==> src/rtl/irq_pkg.sv <==
package irq_pkg;

    localparam int NCLS = 3;

    typedef enum logic [1:0] {
        CLS_MC   = 2'd0,
        CLS_CRIT = 2'd1,
        CLS_NC   = 2'd2
    } irq_cls_e;

    typedef enum logic [1:0] {
        KIND_ASYNC      = 2'b00,
        KIND_PREC_AT    = 2'b01,
        KIND_PREC_AFTER = 2'b10,
        KIND_IMPREC     = 2'b11
    } irq_kind_e;

    // Classes whose synchronous causes ignore the class enable bit
    localparam logic [NCLS-1:0] SYNC_BYPASS = 3'b110;

    // Machine-state bit that enables class c
    function automatic int en_bit(input int c);
        return NCLS - 1 - c;
    endfunction

endpackage

==> src/rtl/irq_arbiter.sv <==
module irq_arbiter
    import irq_pkg::*;
(
    input  logic [NCLS-1:0] req,
    input  logic [NCLS-1:0] is_sync,
    input  logic [NCLS-1:0] class_en,
    output logic [NCLS-1:0] grant
);

    logic [NCLS-1:0] eligible;

    for (genvar c = 0; c < NCLS; c++) begin : g_elig
        if (SYNC_BYPASS[c]) begin : g_bypass
            assign eligible[c] = req[c] & (class_en[c] | is_sync[c]);
        end else begin : g_strict
            assign eligible[c] = req[c] & class_en[c];
        end
    end

    always_comb begin
        logic found;
        grant = '0;
        found = 1'b0;
        for (int c = 0; c < NCLS; c++) begin
            if (eligible[c] && !found) begin
                grant[c] = 1'b1;
                found    = 1'b1;
            end
        end
    end

endmodule

==> src/rtl/irq_ret_addr.sv <==
module irq_ret_addr
    import irq_pkg::*;
#(
    parameter int AW         = 32,
    parameter int INSN_BYTES = 4
) (
    input  logic [1:0]    kind,
    input  logic [AW-1:0] next_pc,
    input  logic [AW-1:0] fault_pc,
    input  logic [AW-1:0] last_pc,
    output logic [AW-1:0] ret_pc,
    output logic          after
);

    always_comb begin
        after = 1'b0;
        unique case (irq_kind_e'(kind))
            KIND_ASYNC:      ret_pc = next_pc;
            KIND_PREC_AT:    ret_pc = fault_pc;
            KIND_PREC_AFTER: begin
                ret_pc = fault_pc + AW'(INSN_BYTES);
                after  = 1'b1;
            end
            default:         ret_pc = last_pc;
        endcase
    end

endmodule

==> src/rtl/irq_save_bank.sv <==
module irq_save_bank #(
    parameter int AW    = 32,
    parameter int MSR_W = 8
) (
    input  logic             clk,
    input  logic             rst_n,
    input  logic             load,
    input  logic [AW-1:0]    load_pc,
    input  logic [MSR_W-1:0] load_msr,
    input  logic             load_after,
    output logic [AW-1:0]    pc,
    output logic [MSR_W-1:0] msr,
    output logic             after
);

    typedef struct packed {
        logic [AW-1:0]    pc;
        logic [MSR_W-1:0] msr;
        logic             after;
    } bank_t;

    bank_t bank_d, bank_q;

    always_comb begin
        bank_d = bank_q;
        if (load) begin
            bank_d.pc    = load_pc;
            bank_d.msr   = load_msr;
            bank_d.after = load_after;
        end
    end

    always_ff @(posedge clk or negedge rst_n) begin
        if (!rst_n) bank_q <= '0;
        else        bank_q <= bank_d;
    end

    assign pc    = bank_q.pc;
    assign msr   = bank_q.msr;
    assign after = bank_q.after;

endmodule

==> src/rtl/irq_entry_ctrl.sv <==
module irq_entry_ctrl
    import irq_pkg::*;
#(
    parameter int                AW         = 32,
    parameter int                MSR_W      = 8,
    parameter int                INSN_BYTES = 4,
    parameter logic [AW-1:0]     VEC_MC     = 32'h0000_0200,
    parameter logic [AW-1:0]     VEC_CRIT   = 32'h0000_0100,
    parameter logic [AW-1:0]     VEC_NC     = 32'h0000_0500,
    parameter logic [MSR_W-1:0]  MSR_RESET  = '0
) (
    input  logic                    clk,
    input  logic                    rst_n,
    input  logic [NCLS-1:0]         irq_req,
    input  logic [2*NCLS-1:0]       irq_kind,
    input  logic [AW-1:0]           next_pc,
    input  logic [AW-1:0]           fault_pc,
    input  logic [AW-1:0]           last_pc,
    input  logic [NCLS-1:0]         ret_cmd,
    input  logic                    msr_we,
    input  logic [MSR_W-1:0]        msr_wdata,
    output logic [NCLS-1:0]         grant,
    output logic                    redirect_valid,
    output logic [AW-1:0]           redirect_pc,
    output logic [MSR_W-1:0]        msr,
    output logic [NCLS*AW-1:0]      save_pc,
    output logic [NCLS*MSR_W-1:0]   save_msr,
    output logic [NCLS-1:0]         save_after
);

    localparam int EN_W = NCLS;

    typedef struct packed {
        logic [MSR_W-1:0] msr;
    } ctl_t;

    ctl_t ctl_d, ctl_q;

    logic [NCLS-1:0]  is_sync;
    logic [NCLS-1:0]  class_en;
    logic [AW-1:0]    cause_pc  [NCLS];
    logic             cause_aft [NCLS];
    logic [AW-1:0]    bank_pc   [NCLS];
    logic [MSR_W-1:0] bank_msr  [NCLS];

    function automatic logic [AW-1:0] vec_of(input int c);
        case (c)
            0:       return VEC_MC;
            1:       return VEC_CRIT;
            default: return VEC_NC;
        endcase
    endfunction

    // Enable bits of class c and every lower class
    function automatic logic [MSR_W-1:0] clear_mask(input int c);
        logic [MSR_W-1:0] m;
        m = '0;
        for (int b = 0; b < EN_W; b++) begin
            if (b <= en_bit(c)) m[b] = 1'b1;
        end
        return m;
    endfunction

    for (genvar c = 0; c < NCLS; c++) begin : g_cls
        assign is_sync[c]  = (irq_kind[2*c +: 2] != KIND_ASYNC);
        assign class_en[c] = ctl_q.msr[en_bit(c)];

        irq_ret_addr #(.AW(AW), .INSN_BYTES(INSN_BYTES)) u_addr (
            .kind     (irq_kind[2*c +: 2]),
            .next_pc  (next_pc),
            .fault_pc (fault_pc),
            .last_pc  (last_pc),
            .ret_pc   (cause_pc[c]),
            .after    (cause_aft[c])
        );

        irq_save_bank #(.AW(AW), .MSR_W(MSR_W)) u_bank (
            .clk        (clk),
            .rst_n      (rst_n),
            .load       (grant[c]),
            .load_pc    (cause_pc[c]),
            .load_msr   (ctl_q.msr),
            .load_after (cause_aft[c]),
            .pc         (bank_pc[c]),
            .msr        (bank_msr[c]),
            .after      (save_after[c])
        );

        assign save_pc[c*AW +: AW]        = bank_pc[c];
        assign save_msr[c*MSR_W +: MSR_W] = bank_msr[c];
    end

    irq_arbiter u_arb (
        .req      (irq_req),
        .is_sync  (is_sync),
        .class_en (class_en),
        .grant    (grant)
    );

    always_comb begin
        logic served;
        ctl_d          = ctl_q;
        redirect_valid = 1'b0;
        redirect_pc    = '0;
        served         = 1'b0;
        if (|grant) begin
            for (int c = 0; c < NCLS; c++) begin
                if (grant[c]) begin
                    ctl_d.msr      = ctl_q.msr & ~clear_mask(c);
                    redirect_valid = 1'b1;
                    redirect_pc    = vec_of(c);
                end
            end
        end else if (|ret_cmd) begin
            for (int c = 0; c < NCLS; c++) begin
                if (ret_cmd[c] && !served) begin
                    ctl_d.msr      = bank_msr[c];
                    redirect_valid = 1'b1;
                    redirect_pc    = bank_pc[c];
                    served         = 1'b1;
                end
            end
        end else if (msr_we) begin
            ctl_d.msr = msr_wdata;
        end
    end

    always_ff @(posedge clk or negedge rst_n) begin
        if (!rst_n) ctl_q <= '{msr: MSR_RESET};
        else        ctl_q <= ctl_d;
    end

    assign msr = ctl_q.msr;

    // never two classes granted together
    a_r1_single_grant: assert property (@(posedge clk) disable iff (!rst_n)
        $onehot0(grant));

    // machine check only under its enable, any kind
    a_r2_mc_masked: assert property (@(posedge clk) disable iff (!rst_n)
        grant[0] |-> msr[en_bit(0)]);

    // async noncritical needs the external enable
    a_r3_async_nc_masked: assert property (@(posedge clk) disable iff (!rst_n)
        (grant[2] && irq_kind[5:4] == KIND_ASYNC) |-> msr[en_bit(2)]);

    // machine check entry leaves all three enables cleared
    a_r8_mc_clears_all: assert property (@(posedge clk) disable iff (!rst_n)
        grant[0] |=> (msr[EN_W-1:0] == '0));

    // critical entry saves the prior machine state
    a_r8_crit_saves_state: assert property (@(posedge clk) disable iff (!rst_n)
        grant[1] |=> (save_msr[MSR_W +: MSR_W] == $past(msr)));

    // sole noncritical return restores from its own pair
    a_r9_nc_restore: assert property (@(posedge clk) disable iff (!rst_n)
        (ret_cmd == 3'b100 && grant == '0) |=> (msr == $past(save_msr[2*MSR_W +: MSR_W])));

endmodule

==> config.mk <==
export PLATFORM = sky130hd
export DESIGN_NAME = irq_entry_ctrl
export DESIGN_NICKNAME = d
export VERILOG_FILES = /design/src/rtl/irq_pkg.sv /design/src/rtl/irq_arbiter.sv /design/src/rtl/irq_ret_addr.sv /design/src/rtl/irq_save_bank.sv /design/src/rtl/irq_entry_ctrl.sv
export SDC_FILE = /design/constraint.sdc
export NUM_CORES = 1
export LEC_CHECK = 0
export ABC_AREA = 1
export CORE_MARGIN = 3
export CORE_UTILIZATION = 25
export CTS_CLUSTER_DIAMETER = 80
export DETAILED_ROUTE_END_ITERATION = 7
export SLEW_MARGIN = 30
export SYNTH_ARGS = -nofsm -noshare
export SYNTH_HDL_FRONTEND = slang
export SYNTH_SLANG_ARGS = --single-unit
==> constraint.sdc <==
create_clock -name clk -period 2.07 [get_ports clk]
set_input_delay 0.414 -clock clk [delete_from_list [all_inputs] [get_ports clk]]
set_output_delay 0.414 -clock clk [all_outputs]
set_load 0.01 [all_outputs]
Word-level counts from Yosys, hierarchy flattened. Index checks and enable logic that the tools add are counted.

Input port bits: 119. Register bits: 131. Output and inout bits: 167. Logic and storage cells: 93.

Add/sub/neg operators: 1. Bitwise logic cells: 11. Reductions and logical operators: 17. Equal/unequal tests: 8. Multiplexer cells: 46.

Operators by type and width (number): $pmux W32 S3 (3); $mux W32 (7); $mux W8 (9); $add A32 B3 Y32 const B (1); $mux W1 (26); $and A8 B8 Y8 (3); $mux W10 (1); $not A1 Y8 (1); $not A2 Y8 (1); $not A3 Y8 (1); $eq A2 B1 Y1 const B (3); $eq A2 B2 Y1 const B (3); $logic_not A2 Y1 (3); $reduce_or A3 Y1 (2); $ne A5 B3 Y1 const B (1); $logic_and A1 B1 Y1 (4); $logic_not A1 Y1 (4); $ne A4 B1 Y1 const B (1); $reduce_bool A2 Y1 (2); $and A1 B1 Y1 (3); $reduce_and A3 Y1 (1); $reduce_bool A3 Y1 (1); $or A1 B1 Y1 (2).

Depth between registers and ports, before layout. Gate-level depths: netlist of run 1.

Word-level depth: 20. Depth in mapped cells: 12. Depth with buffers taken out: 12.

By module. A second synthesis of run 1 with hierarchy kept.

Cell total of the unflattened synthesis: 1866. Area, all modules: 11544.8 um2.

By module, submodules not included: irq_ret_addr (seq. area each 0.0 um2, area an instance 1720.4 um2, cells an instance 351, instances 3); irq_save_bank (seq. area each 1026.0 um2, area an instance 1617.8 um2, cells an instance 174, instances 3); irq_entry_ctrl (seq. area each 200.2 um2, area an instance 1486.4 um2, cells an instance 280, instances 1); irq_arbiter (seq. area each 0.0 um2, area an instance 43.8 um2, cells an instance 11, instances 1).

Least setup slack after synthesis of run 1. No wires, ideal clock.

Path kind: input to output. Start point: in irq_kind[4]. End point: out redirect_pc[9]. Data arrival time: 1.511 ns. Stages: 7. Buffers on the path: 2. Path slack: 0.145 ns. Cells stage by stage: buf_2 -> nor2_1 -> a21boi_2 -> inv_2 -> nand3_1 -> buf_2 -> o21ai_0.

Cells in the longest elaborated chain, start to end: 7. Elaborated cells between the ends (all ways): 8. Classes of those cells: mux (3); bitwise (2); reduce/logical (3).

RTL lines: start, declared (line irq_entry_ctrl.sv:15) `input logic [2*NCLS-1:0] irq_kind,`; $reduce_bool A2 Y1 (*) (line irq_entry_ctrl.sv:65) `assign is_sync[c] = (irq_kind[2*c +: 2] != KIND_ASYNC);`; $or A1 B1 Y1 (*) (line irq_arbiter.sv:14) `assign eligible[c] = req[c] & (class_en[c] | is_sync[c]);`; $and A1 B1 Y1 (*) (line irq_arbiter.sv:14); $logic_and A1 B1 Y1 (*) (line irq_arbiter.sv:25) `if (eligible[c] && !found) begin`; $mux W1 (*) (line irq_arbiter.sv:25); $reduce_or A3 Y1 / $mux W32 (equally long branches) (line irq_entry_ctrl.sv:106, irq_entry_ctrl.sv:108); $mux W32 (*) (line irq_entry_ctrl.sv:106) `if (|grant) begin`; end, declared (line irq_entry_ctrl.sv:24) `output logic [AW-1:0] redirect_pc,`.

Mark *: on every way between the ends. The rest lies on a longest branch, timed or not.

Final worst setup path of run 1.
Start point: reg ctl_q (netlist bit msr[1]). End point: out redirect_pc[26].

Cells in the longest elaborated chain, start to end: 9. Elaborated cells between the ends (all ways): 11. Classes of those cells: mux (5); bitwise (2); reduce/logical (4).

RTL lines: start, declared (line irq_entry_ctrl.sv:37) `ctl_t ctl_d, ctl_q;`; start signal, assigned (line irq_entry_ctrl.sv:129) `if (!rst_n) ctl_q <= '{msr: MSR_RESET};`; start signal, assigned (line irq_entry_ctrl.sv:130) `else ctl_q <= ctl_d;`; $or A1 B1 Y1 (*) (line irq_arbiter.sv:14); $and A1 B1 Y1 (*) (line irq_arbiter.sv:14); $logic_and A1 B1 Y1 (*) (line irq_arbiter.sv:25); $mux W1 (line irq_arbiter.sv:25); $logic_not A1 Y1 (line irq_arbiter.sv:25); $logic_and A1 B1 Y1 (line irq_arbiter.sv:25); $mux W1 (line irq_arbiter.sv:25); $reduce_or A3 Y1 / $mux W32 (equally long branches) (line irq_entry_ctrl.sv:106, irq_entry_ctrl.sv:108); $mux W32 (*) (line irq_entry_ctrl.sv:106).

Marks and branches as above.

==> metrics.md, run 1 <==
| Metric | Value |
|---|---|
| Crit path time final | `around 2200 ps` |
| Cells on worst reg2reg path | `13` |
| Failing checks | `negative setup slack` |
| Post-synthesis adder-cell area fraction | `0.1360%` |
| Largest family of logic cells by synthesized area | `simple AND/OR/NAND/NOR gates` |
| Clk sinks | `about 130` |
| Share of cells above drive strength 1 | `between 10% and 20%` |
| Most common cell after layout, fill and taps aside | `nand2_1` |
| Final Max Tran Viols | `0` |
| GRT Util Overall | `between 20% and 30%` |
| Num CTS Buffers | `17` |
| First-pass GRT wire length | `slightly below 70000 um` |
| Layout net count | `roughly 1900` |
| Worst-path fanout max | `8` |
| Clock latency on the worst-skew pair | `between 400 and 500 ps` |
| Vias per inst | `5.001` |
| H-tree Lvls | `4` |
| TritonRoute pass-1 iters | `5` |
| Xor/xnor share of the synthesized area | `about 1.3%` |
| Hold Path Class | `in -> async` |
| Initial antenna violation count | `16` |
| Worst Skew | `about 9.6 ps` |
| Post-layout util | `between 40% and 50%` |
| GR Overflow Total | `0` |
| Synth cell types | `44` |
| Worst vdd ir | `~0.47 mV` |
| Cell Area, Synth | `around 9200 um^2` |
| Worst path slowest cell | `dfrtp_1` |
| Number of core rows | `~70` |
| Fin. Hold Viols | `0` |
| Routed Antenna Nets | `0` |
| Iter 0 DRT Violations | `roughly 900` |
| Max-capacitance violation count | `0` |
| Buf/Inv on CP | `4` |
| Residual DRC | `0` |
| Simple-gate area share of the yosys netlist | `between 30% and 40%` |
| Commonest non-fill, non-tap cells in the layout | `nand2_1, clkdlybuf4s50_1, buf_4` |
| Area growth from synthesis to layout | `60.11%` |
| Sequential share of the synthesized area | `35.62%` |
| Reg2reg end | `g_cls[2].u_bank.pc[22]` |
| Hold slack final | `463.7 ps` |
| RSZ-0062 raised after global routing | `yes` |
| R2R Setup Slk | `~140 ps` |
| FF+latch count, synth | `around 130` |
| Pwr dens | `approximately 850 nW/um^2` |
| Fmax achieved | `0.4578 GHz` |
| DR WL/cell | `roughly 20 um` |
| I/O Buffers | `285` |
| Vias post-DR | `11360` |
| Largest delay share family, worst path | `buffers and inverters` |
| Core Area | `~36000 um^2` |
| Syn nets | `~1500` |
| Post-Syn Instances | `around 1400` |
| Root Driver | `clkbuf_16` |
| CP required | `1660 ps` |
| Avg Inst Size Synth | `about 6.6 um^2` |
| Worst path cell trace | `inv_2 -> nand2_4 -> nand2_4 -> nand3_4 -> buf_12 -> buf_12 -> a31oi_1 -> buf_2` |
| Worst Tran Pin Value | `between 400 and 500 ps` |
| Compound-cell area share of the yosys netlist | `21.10%` |
| Setup slack after layout | `-114.5 ps` |
| HPWL Detailed | `33760 um` |
| Outcome | `complete, but fails checks` |
| Largest net degree at the start of global routing | `57` |
| Final setup vio count | `31` |
| Slew margin rel. | `68.69%` |
| Vias in the first global route | `roughly 11000` |
| Tcrit/Tclk final | `105.5%` |
| Critical path type | `reg -> out` |
| Reg2reg start | `msr[1]` |
| Layout Cells excl Fill | `2271` |
| Leakage | `6.762 nW` |
| Die area | `~39000 um^2` |
| Final wirelength | `between 40000 and 50000 um` |
| Warnings, synthesis | `0` |
| Setup crit start kind | `flop` |
| CTS tree | `built` |
| Worst EP arrival | `approximately 1800 ps` |
| Die W | `197.9 um` |
| CTS clock-pin slew for the worst setup and hold paths | `approximately 60 ps` |
| Crit end category | `primary output` |
| Mux contribution to synthesized area | `0%` |
| Die Span Y | `197.9 um` |
| Max stage delay on crit path | `around 410 ps` |
| GP Congestion | `around 0.92` |
| # IOs | `approximately 290` |
| Starting Density | `25.62%` |
| Placed Instances | `approximately 2200` |
| Clock buffer depth | `2` |
-- where the power goes --
part / switching (W) / internal [W]
clock: 0.00127 / 0.00194
sequential: 0.000730 / 0.00334
combinational: 0.00261 / 0.00269
total: 0.00461 / 0.00797
-- state kept, by name, summed over array words and instances, names as in the netlist --
signal and flops:
g_cls.u_bank.after 3, g_cls.u_bank.msr 24, g_cls.u_bank.pc 96, msr 8
-- per-layer routing --
layer | wire, um | track usage, % | vias to the layer above
li1 | - | - | 5404
met1 | 20420 | 31.50 | 5397
met2 | 20440 | 34.20 | 481
met3 | 3215 | 4.305 | 67
met4 | 1370 | 9.515 | 8
met5 | 53 | 0 | -
-- final cells by class --
type	count	area (um^2)
diodes	12	30.03
clock buffers	18	439.2
clock inverters	14	177.7
fillers	3707	21180
inverters	97	366.6
multi-input cells	1084	5434
flip-flops and latches	131	3278
well taps	461	576.8
repair buffers	454	4432
-- stage by stage --
| stage | cell area, um^2 | TNS [ps] | power (W) | worst slack, ps |
|---|---|---|---|---|
| final | 14730 | -2450 | 0.01258 | -114.5 |
| after floorplan | 9203 | 0 | 0.006005 | 145.2 |
| after detailed placement | 13620 | -55890 | 0.009205 | -943.2 |
| after CTS | 14430 | -2972 | 0.01251 | -125.6 |
| after global placement | 13620 | -52360 | 0.009146 | -867.6 |
| after global routing | 14730 | -4380 | 0.01327 | -175.8 |
-- repair_timing --
action | CTS | global route
gates resized for setup | 187 | 40
hold buffers | 1 | 0
gates cloned | 4 | 0
pin swaps | 12 | 5
setup endpoints to repair | 36 | 64
endpoints found under the hold margin | 37 | 0
buffers inserted | 10 | 4
-- cells by family after synthesis --
logic type	Yosys count
and+or+nand+nor	768
AOI/OAI and AO/OA	302
buffers and inverters	181
DFF	131
xor gates and xnor gates	13
adders and majority gates	1
-- cell usage after synthesis --
cell / count / area share, %
o21bai_1: 1 / 0.082
a31o_2: 1 / 0.095
o21ai_0: 81 / 4.4
o21a_1: 1 / 0.082
and2_1: 3 / 0.20
o211ai_1: 3 / 0.24
o221ai_1: 6 / 0.57
nand3_1: 44 / 2.4
a31oi_1: 30 / 2.0
a21boi_2: 1 / 0.12
a41oi_1: 2 / 0.19
a22oi_1: 1 / 0.082
buf_4: 7 / 0.57
nand2_1: 642 / 26
o21ai_1: 1 / 0.054
nand3_2: 1 / 0.11
nor2_2: 4 / 0.27
xnor2_1: 3 / 0.29
xor2_2: 1 / 0.18
inv_1: 88 / 3.6
clkinv_1: 3 / 0.12
nor2_4: 6 / 0.73
buf_6: 4 / 0.49
nand2_4: 1 / 0.12
nand2_2: 4 / 0.27
ha_1: 1 / 0.14
nor2_8: 1 / 0.22
a22o_1: 2 / 0.19
a21oi_2: 22 / 2.1
a221oi_1: 60 / 5.7
clkbuf_1: 37 / 1.5
nand4_1: 2 / 0.14
buf_2: 34 / 1.8
a211oi_1: 3 / 0.24
a21oi_1: 79 / 4.3
o2111ai_1: 2 / 0.19
xor2_1: 9 / 0.86
nand3b_1: 6 / 0.49
o22ai_1: 6 / 0.41
buf_1: 2 / 0.082
inv_2: 6 / 0.24
or2_2: 1 / 0.068
nor2_1: 53 / 2.2
dfrtp_1: 131 / 36
-- worst max path at each step --
stage	cells past startpoint	slack [ps]	endpoint	from
global route	8	-180	redirect_pc[22]	msr[1]
CTS	8	-130	redirect_pc[0]	msr[1]
floorplan	7	150	redirect_pc[9]	irq_kind[4]
finish	8	-110	redirect_pc[26]	msr[1]
detailed placement	8	-940	redirect_pc[10]	ret_cmd[0]
global placement	8	-870	redirect_pc[10]	ret_cmd[0]
Note: power is estimated with default switching activity, not from simulation.
==> run 2, diff against run 1 <==
--- a/config.mk
+++ b/config.mk
@@ -6,6 +6,7 @@
 export NUM_CORES = 1
 export LEC_CHECK = 0
 export ABC_AREA = 1
+export CAP_MARGIN = 30
 export CORE_MARGIN = 3
 export CORE_UTILIZATION = 25
 export CTS_CLUSTER_DIAMETER = 80
==> constraint.sdc (replaced) <==
create_clock -name clk -period 2.7 [get_ports clk]
set_input_delay 0.54 -clock clk [delete_from_list [all_inputs] [get_ports clk]]
set_output_delay 0.54 -clock clk [all_outputs]
set_load 0.01 [all_outputs]
==> run 2 against run 1 <==
  * The flow now finishes without violations
  * Critical path type is now in -> out
  * Critical path depth unchanged
  * Global-route usage fell by 0.71 points
  * Design area decreased by 7.6%
==> metrics.md, run 2 (synthesis results as in run 1) <==
| Metric | Value |
|---|---|
| Vias per inst | `4.984 (-0.35%)` |
| Outcome | `finished, final reports clean` |
| Worst path slowest cell | `clkdlybuf4s50_1` |
| Worst EP arrival | `2080 ps (+310 ps)` |
| Met2 usage | `33.34% (-0.86 points)` |
| Max reg flops | `96 (unchanged)` |
| Area growth from synthesis to layout | `47.91%` |
| Leakage | `6.279 nW (-7.1%)` |
| Hold Path Class | `in -> async` |
| Worst vdd ir | `0.3816 mV (-18%)` |
| Worst Skew | `7.560 ps (-2.072 ps)` |
| Routed Antenna Nets | `0 (unchanged)` |
| Share of cells above drive strength 1 | `11.39% (-6.5 points)` |
| HPWL Detailed | `33150 um (-1.8%)` |
| GRT met3 Usage | `4.900% (+0.60 points)` |
| Buf/Inv on CP | `4 (unchanged)` |
| Initial antenna violation count | `13 (-3)` |
| Max stage delay on crit path | `450 ps (+40 ps)` |
| I/O Buffers | `285 (unchanged)` |
| Fin. Hold Viols | `0 (unchanged)` |
| GRT Util Overall | `21.86% (-0.71 points)` |
| Die W | `197.9 um (unchanged)` |
| TritonRoute pass-1 iters | `5 (unchanged)` |
| CP required | `2160 ps (+500 ps)` |
| Vias post-DR | `10870 (-4.3%)` |
| Clock buffer depth | `2 (unchanged)` |
| GR Overflow Total | `0 (unchanged)` |
| Worst Tran Pin Value | `846.1 ps (+376.4 ps)` |
| Tcrit/Tclk final | `between 90% and 100%` |
| Final Cell Area | `13610 um^2 (-7.6%)` |
| RSZ-0062 raised after global routing | `no` |
| First-pass GRT wire length | `65270 um (-3.0%)` |
| Slew margin rel. | `43.60% (-25 points)` |
| Commonest non-fill, non-tap cells in the layout | `nand2_1, clkdlybuf4s50_1, dfrtp_1` |
| H-tree Lvls | `4 (unchanged)` |
| Layout Cells excl Fill | `2182 (-3.9%)` |
| Core Area | `35910 um^2 (unchanged)` |
| DR WL/cell | `20.09 um (+0.31%)` |
| Setup crit start kind | `input pin` |
| Crit path time final | `2615 ps` |
| Critical path type | `in -> out` |
| Die Span Y | `197.9 um (unchanged)` |
| Most common cell after layout, fill and taps aside | `nand2_1` |
| Clock latency on the worst-skew pair | `430 ps (about the same)` |
| Iter 0 DRT Violations | `812 (-9.5%)` |
| CTS clock-pin slew for the worst setup and hold paths | `60 ps (about the same)` |
| Filler instances | `3799 (+2.5%)` |
| Largest net degree at the start of global routing | `72 (+26%)` |
| Max-capacitance violation count | `0 (unchanged)` |
| CTS tree | `built` |
| Crit end category | `primary output` |
| Die area | `39150 um^2 (unchanged)` |
| Starting Density | `25.62% (unchanged)` |
| Final wirelength | `43850 um (-3.6%)` |
| Residual DRC | `0 (unchanged)` |
| Fmax achieved | `~0.38 GHz` |
| Final setup vio count | `0 (-100%)` |
| Pwr dens | `692.1 nW/um^2 (-19%)` |
| GP Congestion | `0.9127 (-0.60%)` |
| Placed Instances | `2139 (-3.2%)` |
| Largest delay share family, worst path | `buffers and inverters` |
| Worst path cell trace | `clkdlybuf4s50_1 -> nor2_2 -> a21boi_2 -> inv_2 -> nand3_1 -> buf_4 -> a31oi_1 -> clkdlybuf4s15_1` |
| Hold slack final | `18.66 ps (-445.0 ps)` |
| Global routing's busiest layer | `met2` |
| Final Max Tran Viols | `0 (unchanged)` |
| Cts hold-fix bufs | `0 (-1)` |
| Post-route total power | `0.009420 W (-25%)` |
| Clk sinks | `131 (unchanged)` |
| Number of core rows | `69 (unchanged)` |
| # IOs | `286 (unchanged)` |
| Vias in the first global route | `10480 (-2.5%)` |
| Root Driver | `clkbuf_16` |
| Worst-path fanout max | `4 (-4)` |
| M1 GR Usage | `30.35% (-1.1 points)` |
| Num CTS Buffers | `17 (unchanged)` |
| Placed cell areas | `12970 um^2 (-4.7%)` |
| Layout net count | `1819 (-4.5%)` |
==> run 2: path summary, 6_finish.rpt <==
path / start / to / slack, ps / cells past startpoint
setup / recovery: irq_kind[5] / redirect_pc[7] / 80 / 8
hold / removal: rst_n / g_cls[1].u_bank.pc[0] / 20 / 1
setup reg to reg: msr[1] / g_cls[1].u_bank.pc[25] / 780 / 8
hold reg to reg: g_cls[2].u_bank.after / g_cls[2].u_bank.after / 480 / 2
max in group asynchronous: rst_n / g_cls[2].u_bank.pc[21] / 1960 / 2
min in group clk: g_cls[2].u_bank.after / g_cls[2].u_bank.after / 480 / 2
==> run 2: worst reg2reg max path: stages, from the launching register on <==
cell	delay, ps
dfrtp_1	410
inv_1	160
nand2_2	80
buf_4	130
nand3_2	70
buf_4	670
a21oi_1	120
nand2_1	120
nand2_1	60
==> run 2: timing repair <==
action / 4_1_cts / 5_1_grt
buffers inserted: 1 / 1
endpoints found under the setup margin: 34 / 26
pin swaps: 3 / 3
hold endpoints to repair: 0 / 0
resized for setup: 53 / 39
==> run 2: report_power, final <==
part / internal [W] / switching (W)
combinational: 0.00187 / 0.00187
sequential: 0.00256 / 0.000563
clock: 0.00162 / 0.000934
total: 0.00606 / 0.00336
==> run 2: stage by stage <==
| step | worst slack [ps] | util [%] | setup TNS, ps |
|---|---|---|---|
| 4_1_cts | 6.786 | 37.93 | 0 |
| 2_1_floorplan | 523.2 | - | 0 |
| 3_5_place_dp | -594.2 | 36.11 | -11680 |
| 3_3_place_gp | -561.5 | 36.11 | -10730 |
| 6_report | 84.77 | 37.90 | 0 |
| 5_1_grt | 0.04485 | 37.89 | 0 |
==> run 2: layout make-up <==
cell class                 count  area [um^2]  share of cell area, %
tap                          461        576.8                  4.238
antenna                        9        22.52                 0.1655
sequential                   131         3278                  24.08
timing repair buffer         368         3538                  26.00
clock buffer                  20        466.7                  3.429
clock inverter                12        178.9                  1.314
inverter                      97        364.1                  2.675
multi-input combinational   1084         5186                  38.10
==> run 2: metal layers <==
metal,share of wire (%),vias up
met5,0.10,-
met4,2.6,8
met3,7.8,68
met2,45,456
met1,45,5122
li1,-,5220
